$ cat config.mk
export PLATFORM = sky130hd
export DESIGN_NAME = fault_diag_ctrl
export DESIGN_NICKNAME = d
export VERILOG_FILES = /design/src/rtl/diag_pkg.sv /design/src/rtl/diag_window.sv /design/src/rtl/diag_core_sel.sv /design/src/rtl/diag_fsm.sv /design/src/rtl/fault_diag_ctrl.sv
export SDC_FILE = /design/constraint.sdc
export NUM_CORES = 1
export LEC_CHECK = 0
export ABC_AREA = 1
export ABC_CLOCK_PERIOD_IN_PS = 5600
export BUFFER_PORTS_ARGS = -buffer_cell sky130_fd_sc_hd__clkbuf_2
export CORE_ASPECT_RATIO = 0.75
export CORE_UTILIZATION = 62
export CTS_CLUSTER_DIAMETER = 30
export CTS_CLUSTER_SIZE = 30
export DETAILED_ROUTE_END_ITERATION = 16
export PLACE_DENSITY_LB_ADDON = 0.15
export REMOVE_ABC_BUFFERS = 1
export SYNTH_ARGS = -nofsm -noshare
export SYNTH_HDL_FRONTEND = slang
export SYNTH_SLANG_ARGS = --single-unit
export TNS_END_PERCENT = 20
$ cat constraint.sdc
create_clock -name clk_i -period 5.6 [get_ports clk_i]
set_input_delay 0.28 -clock clk_i [delete_from_list [all_inputs] [get_ports clk_i]]
set_output_delay 0.28 -clock clk_i [all_outputs]
set_load 0.03 [all_outputs]
$ cat src/rtl/diag_pkg.sv
package diag_pkg;
  typedef enum logic [1:0] {
    VRD_NONE        = 2'b00,
    VRD_TRANSIENT   = 2'b01,
    VRD_CORE_DEFECT = 2'b10,
    VRD_SW_BUG      = 2'b11
  } verdict_e;

  typedef enum logic [2:0] {
    ST_IDLE = 3'd0,
    ST_RB1  = 3'd1,
    ST_OBS1 = 3'd2,
    ST_RB2  = 3'd3,
    ST_OBS2 = 3'd4
  } diag_state_e;
endpackage

$ cat src/rtl/diag_window.sv
module diag_window #(
  parameter int unsigned WIN_W = 20
) (
  input  logic             clk_i,
  input  logic             rst_ni,
  input  logic             start_i,
  input  logic             en_i,
  input  logic             retire_i,
  input  logic [WIN_W-1:0] len_i,
  output logic             expired_o
);
  logic [WIN_W-1:0] cnt_q;
  logic [WIN_W:0]   cnt_inc;

  assign cnt_inc   = {1'b0, cnt_q} + (WIN_W+1)'(1);
  assign expired_o = en_i && retire_i && (cnt_inc >= {1'b0, len_i});

  always_ff @(posedge clk_i or negedge rst_ni) begin
    if (!rst_ni)                cnt_q <= '0;
    else if (start_i)           cnt_q <= '0;
    else if (en_i && retire_i)  cnt_q <= cnt_inc[WIN_W-1:0];
  end
endmodule

$ cat src/rtl/diag_core_sel.sv
module diag_core_sel #(
  parameter int unsigned N_CORES = 4,
  localparam int unsigned CW = (N_CORES > 1) ? $clog2(N_CORES) : 1
) (
  input  logic [CW-1:0] core_i,
  output logic [CW-1:0] alt_o
);
  generate
    if ((1 << CW) == N_CORES) begin : g_pow2
      assign alt_o = core_i + CW'(1);
    end else begin : g_wrap
      assign alt_o = (core_i == CW'(N_CORES-1)) ? '0 : core_i + CW'(1);
    end
  endgenerate
endmodule

$ cat src/rtl/diag_fsm.sv
module diag_fsm
  import diag_pkg::*;
#(
  parameter int unsigned CW = 2
) (
  input  logic          clk_i,
  input  logic          rst_ni,
  input  logic          sym_i,
  input  logic [CW-1:0] sym_core_i,
  input  logic          ack_i,
  input  logic          expired_i,
  output logic          rb_req_o,
  output logic          alt_o,
  output logic          start_o,
  output logic          observe_o,
  output logic [CW-1:0] core_o,
  output logic          vld_o,
  output verdict_e      verdict_o
);
  diag_state_e state_q, state_d;
  logic [CW-1:0] core_q;
  logic          load;
  logic          vld_d, vld_q;
  verdict_e      vrd_d, vrd_q;

  always_comb begin
    state_d = state_q;
    load    = 1'b0;
    vld_d   = 1'b0;
    vrd_d   = VRD_NONE;
    unique case (state_q)
      ST_IDLE: if (sym_i) begin state_d = ST_RB1; load = 1'b1; end
      ST_RB1:  if (ack_i) state_d = ST_OBS1;
      ST_OBS1: begin
        // symptom has priority over window expiry
        if (sym_i) state_d = ST_RB2;
        else if (expired_i) begin
          state_d = ST_IDLE; vld_d = 1'b1; vrd_d = VRD_TRANSIENT;
        end
      end
      ST_RB2:  if (ack_i) state_d = ST_OBS2;
      ST_OBS2: begin
        if (sym_i) begin
          state_d = ST_IDLE; vld_d = 1'b1; vrd_d = VRD_SW_BUG;
        end else if (expired_i) begin
          state_d = ST_IDLE; vld_d = 1'b1; vrd_d = VRD_CORE_DEFECT;
        end
      end
      default: state_d = ST_IDLE;
    endcase
  end

  always_ff @(posedge clk_i or negedge rst_ni) begin
    if (!rst_ni) begin
      state_q <= ST_IDLE;
      core_q  <= '0;
      vld_q   <= 1'b0;
      vrd_q   <= VRD_NONE;
    end else begin
      state_q <= state_d;
      if (load) core_q <= sym_core_i;
      vld_q   <= vld_d;
      vrd_q   <= vrd_d;
    end
  end

  assign rb_req_o  = (state_q == ST_RB1) || (state_q == ST_RB2);
  assign alt_o     = (state_q == ST_RB2);
  assign start_o   = rb_req_o && ack_i;
  assign observe_o = (state_q == ST_OBS1) || (state_q == ST_OBS2);
  assign core_o    = core_q;
  assign vld_o     = vld_q;
  assign verdict_o = vrd_q;
endmodule

$ cat src/rtl/fault_diag_ctrl.sv
module fault_diag_ctrl
  import diag_pkg::*;
#(
  parameter int unsigned N_CORES = 4,
  parameter int unsigned WIN_W   = 20,
  localparam int unsigned CW = (N_CORES > 1) ? $clog2(N_CORES) : 1
) (
  input  logic             clk_i,
  input  logic             rst_ni,
  input  logic             trap_i,
  input  logic             hang_i,
  input  logic [CW-1:0]    sym_core_i,
  input  logic             retire_i,
  input  logic [WIN_W-1:0] win_len_i,
  output logic             rb_req_o,
  output logic [CW-1:0]    rb_core_o,
  input  logic             rb_ack_i,
  output logic             verdict_valid_o,
  output logic [1:0]       verdict_o,
  output logic [CW-1:0]    suspect_core_o
);
  logic          sym, alt, start, observe, expired;
  logic [CW-1:0] core_q, core_alt;
  verdict_e      vrd;

  assign sym = trap_i | hang_i;

  diag_fsm #(.CW(CW)) i_fsm (
    .clk_i, .rst_ni,
    .sym_i(sym), .sym_core_i, .ack_i(rb_ack_i), .expired_i(expired),
    .rb_req_o, .alt_o(alt), .start_o(start), .observe_o(observe),
    .core_o(core_q), .vld_o(verdict_valid_o), .verdict_o(vrd)
  );

  diag_window #(.WIN_W(WIN_W)) i_window (
    .clk_i, .rst_ni,
    .start_i(start), .en_i(observe), .retire_i, .len_i(win_len_i),
    .expired_o(expired)
  );

  diag_core_sel #(.N_CORES(N_CORES)) i_core_sel (
    .core_i(core_q), .alt_o(core_alt)
  );

  assign rb_core_o      = alt ? core_alt : core_q;
  assign verdict_o      = vrd;
  assign suspect_core_o = core_q;
endmodule

==> run summary <==
DP Worst Slack -> 2.61 ns
Vias -> 2031
Fin. Hold Viols -> 0
Placed inst area -> 0.00252 mm^2
Critical path required time -> 5.79 ns
Clock transition at the registers of the reported paths -> 0.10 ns
GRT Overall Usage -> 28.7%
First-pass GRT wire length -> 8.44 mm
Post-placement cell count -> 390
CP startpoint kind -> flop
WL final -> 4.99 mm
Setup TNS -> 0 ns
Min-delay worst type -> in2async
Worst IR Drop VDD -> 0.250 mV
WS Path Type -> reg2reg
Maxcap violations -> 0
Die area -> 0.00396 mm^2
Layout Utilization -> 75.7%
Design Power -> 0.732 mW
Worst skew pair latency -> 0.28 ns
Largest net degree at the start of global routing -> 29
Clock buffer depth -> 2
Die W -> 72.3 um
Commonest non-fill, non-tap cell in the layout -> nand2_1
Core Area -> 0.00342 mm^2
Critical path endpoint category -> flop
# diodes -> 0
Async set or reset register ratio after synthesis -> 100%
RSZ-0062 raised after global routing -> no
Nets -> 394
CP Max Fanout -> 4
Cts hold-fix bufs -> 0
Area leader, netlist -> dfrtp_1
Setup Fix Bufs, Post-CTS -> 0
DRC -> 0
Final Setup Violations -> 0
Final WS setup -> 2.54 ns
Max_slew headroom -> 51.9%
Top_reg_cell synth -> dfrtp_1
Cell area after synthesis -> 0.00230 mm^2
Antenna viol nets, final -> 0
Most frequent cells in the layout -> nand2_1 (66), inv_1 (63), clkbuf_2 (35)
Area delta synth->final -> 12.7%
Port bufs -> 35
Warnings from Yosys -> 0
Minimum clock period -> 3.06 ns
Initial Util -> 67.1%
Sequential area share after synthesis -> 30.5%
Syn Inst Count -> 307
Pleak -> 1.48 nW
CTS tree -> done
P per Cell Area -> 283 mW/mm^2
Pre-antenna DRT Iters -> 4
CTS buffer count -> 3
H-tree levels -> 1
Worst hold slack -> 0.0284 ns
Iteration-0 DRC Markers -> 134
Hpwl dp -> 3.98 mm
Synth area leaders -> dfrtp_1 (30%), ha_1 (11%), nand2_1 (11%)
Fraction of layout cells with a size suffix above 1 -> 22.4%
Die H -> 54.7 um
Ports -> 36
Post-synthesis register bit count -> 28
Vias in the first global route -> 1857
GR Overflow Total -> 0
Final Slew Violations -> 0
CTS resizes -> 0
Sink Count -> 28
Status -> complete, no violations
Avg Inst Size Synth -> 7.49 um^2
WP data arrival -> 3.25 ns
Vias/cell -> 5.15
DR WL/cell -> 12.7 um
Initial antenna violation count -> 0
Fin area -> 0.00259 mm^2
Post-synth EDFFs -> 0
Yosys top cell area share -> 30.5%
Routability congestion estimate -> 0.920
Row cnt -> 18
Worst Clk Skew -> 0.00809 ns
Peak Freq -> 327 MHz
Final std cells w/o fill -> 394
Cell variety after synth -> 33
Least-Margin Pin Slew -> 0.721 ns
Final Cycle Share -> 54.6%
CTS root buffer -> clkbuf_8
==> path summary, 6_finish.rpt <==
kind | from | cells after the start | slack (ns) | to
worst max-delay path | i_window.cnt_q[2] | 26 | 2.54 | i_fsm.state_q[1]
worst min-delay path | rst_ni | 1 | 0.03 | i_window.cnt_q[4]
worst max register to register | i_window.cnt_q[2] | 26 | 2.54 | i_fsm.state_q[1]
worst min register to register | i_window.cnt_q[17] | 2 | 0.53 | i_window.cnt_q[17]
max in group asynchronous | rst_ni | 1 | 5.11 | i_window.cnt_q[15]
min in group clk_i | sym_core_i[1] | 2 | 0.23 | i_fsm.core_o[1]
==> area by class of cell <==
| class | instances | area [um^2] |
|---|---|---|
| Timing Repair Buffer | 35 | 175 |
| Multi-Input combinational cell | 208 | 1320 |
| Fill cell | 281 | 832 |
| Clock buffer | 3 | 41.3 |
| Inverter | 69 | 262 |
| Clock inverter | 1 | 30.0 |
| Tap cell | 50 | 62.6 |
| Sequential cell | 28 | 701 |
==> power by group <==
| part | total (mW) | switching (mW) | leakage, nW | internal (mW) |
|---|---|---|---|---|
| clock | 0.164 | 0.0683 | 0.0357 | 0.0959 |
| sequential | 0.253 | 0.0234 | 0.380 | 0.230 |
| combinational | 0.315 | 0.223 | 1.06 | 0.0923 |
| total | 0.732 | 0.314 | 1.48 | 0.418 |
==> synth_stat cells, types with 2 or more instances <==
| master | number |
|---|---|
| nand4_1 | 3 |
| nor2_4 | 4 |
| nor4_1 | 2 |
| o21ai_0 | 15 |
| nor2_2 | 4 |
| nand3_1 | 9 |
| xor2_1 | 13 |
| ha_1 | 21 |
| inv_2 | 5 |
| nor2_1 | 24 |
| nand2_1 | 66 |
| a21oi_1 | 11 |
| nand3_2 | 2 |
| nand2_2 | 6 |
| dfrtp_1 | 28 |
| o22ai_2 | 10 |
| inv_1 | 63 |
| nor3_1 | 5 |
| nand2_4 | 2 |
==> flip-flops by register name, summed over array words and instances, names as in the netlist <==
signal,count
i_fsm.core_o,2
i_fsm.state_q,3
i_fsm.verdict_o,2
i_fsm.vld_o,1
i_window.cnt_q,20
==> cell families (layout without fill, tap and decap cells) <==
group                      after synthesis  count (layout)  synth area share (%)
DFF                                     28              28                  30.5
muxes                                    1               1                 0.490
xor gates and xnor gates                13              13                  4.95
AOI/OAI and AO/OA                       43              43                  13.9
buffers and inverters                   71             108                  12.1
adders and majority gates               21              21                  11.4
and+or+nand+nor                        130             130                  26.7
==> worst max-delay path, stage by stage (launching register included) <==
cell,delay (ns)
dfrtp_1,0.45
nand2_2,0.09
nor2_4,0.15
nand2_2,0.11
nor2_2,0.09
nand2_1,0.09
inv_2,0.08
nand3_2,0.10
nor3_2,0.20
xor2_1,0.25
inv_1,0.08
ha_1,0.32
inv_1,0.05
nor2_1,0.09
nand2_1,0.06
nor2_1,0.10
a21oi_1,0.08
nor2_1,0.10
nor2_1,0.06
nand2_1,0.07
nand2_2,0.06
nand2_1,0.06
nand2_1,0.04
nand2_1,0.07
nand2_1,0.05
nand2_1,0.05
nand2_1,0.04
==> routing by layer <==
| layer | up-vias | track usage, % | share of wire (%) |
|---|---|---|---|
| met4 | 0 | 4.90 | 0.24 |
| met5 | - | 0 | 0 |
| met2 | 61 | 47.2 | 43 |
| li1 | 1039 | - | - |
| met1 | 929 | 40.6 | 50 |
| met3 | 2 | 4.79 | 6.5 |
Power figures use the tool's default switching activity.
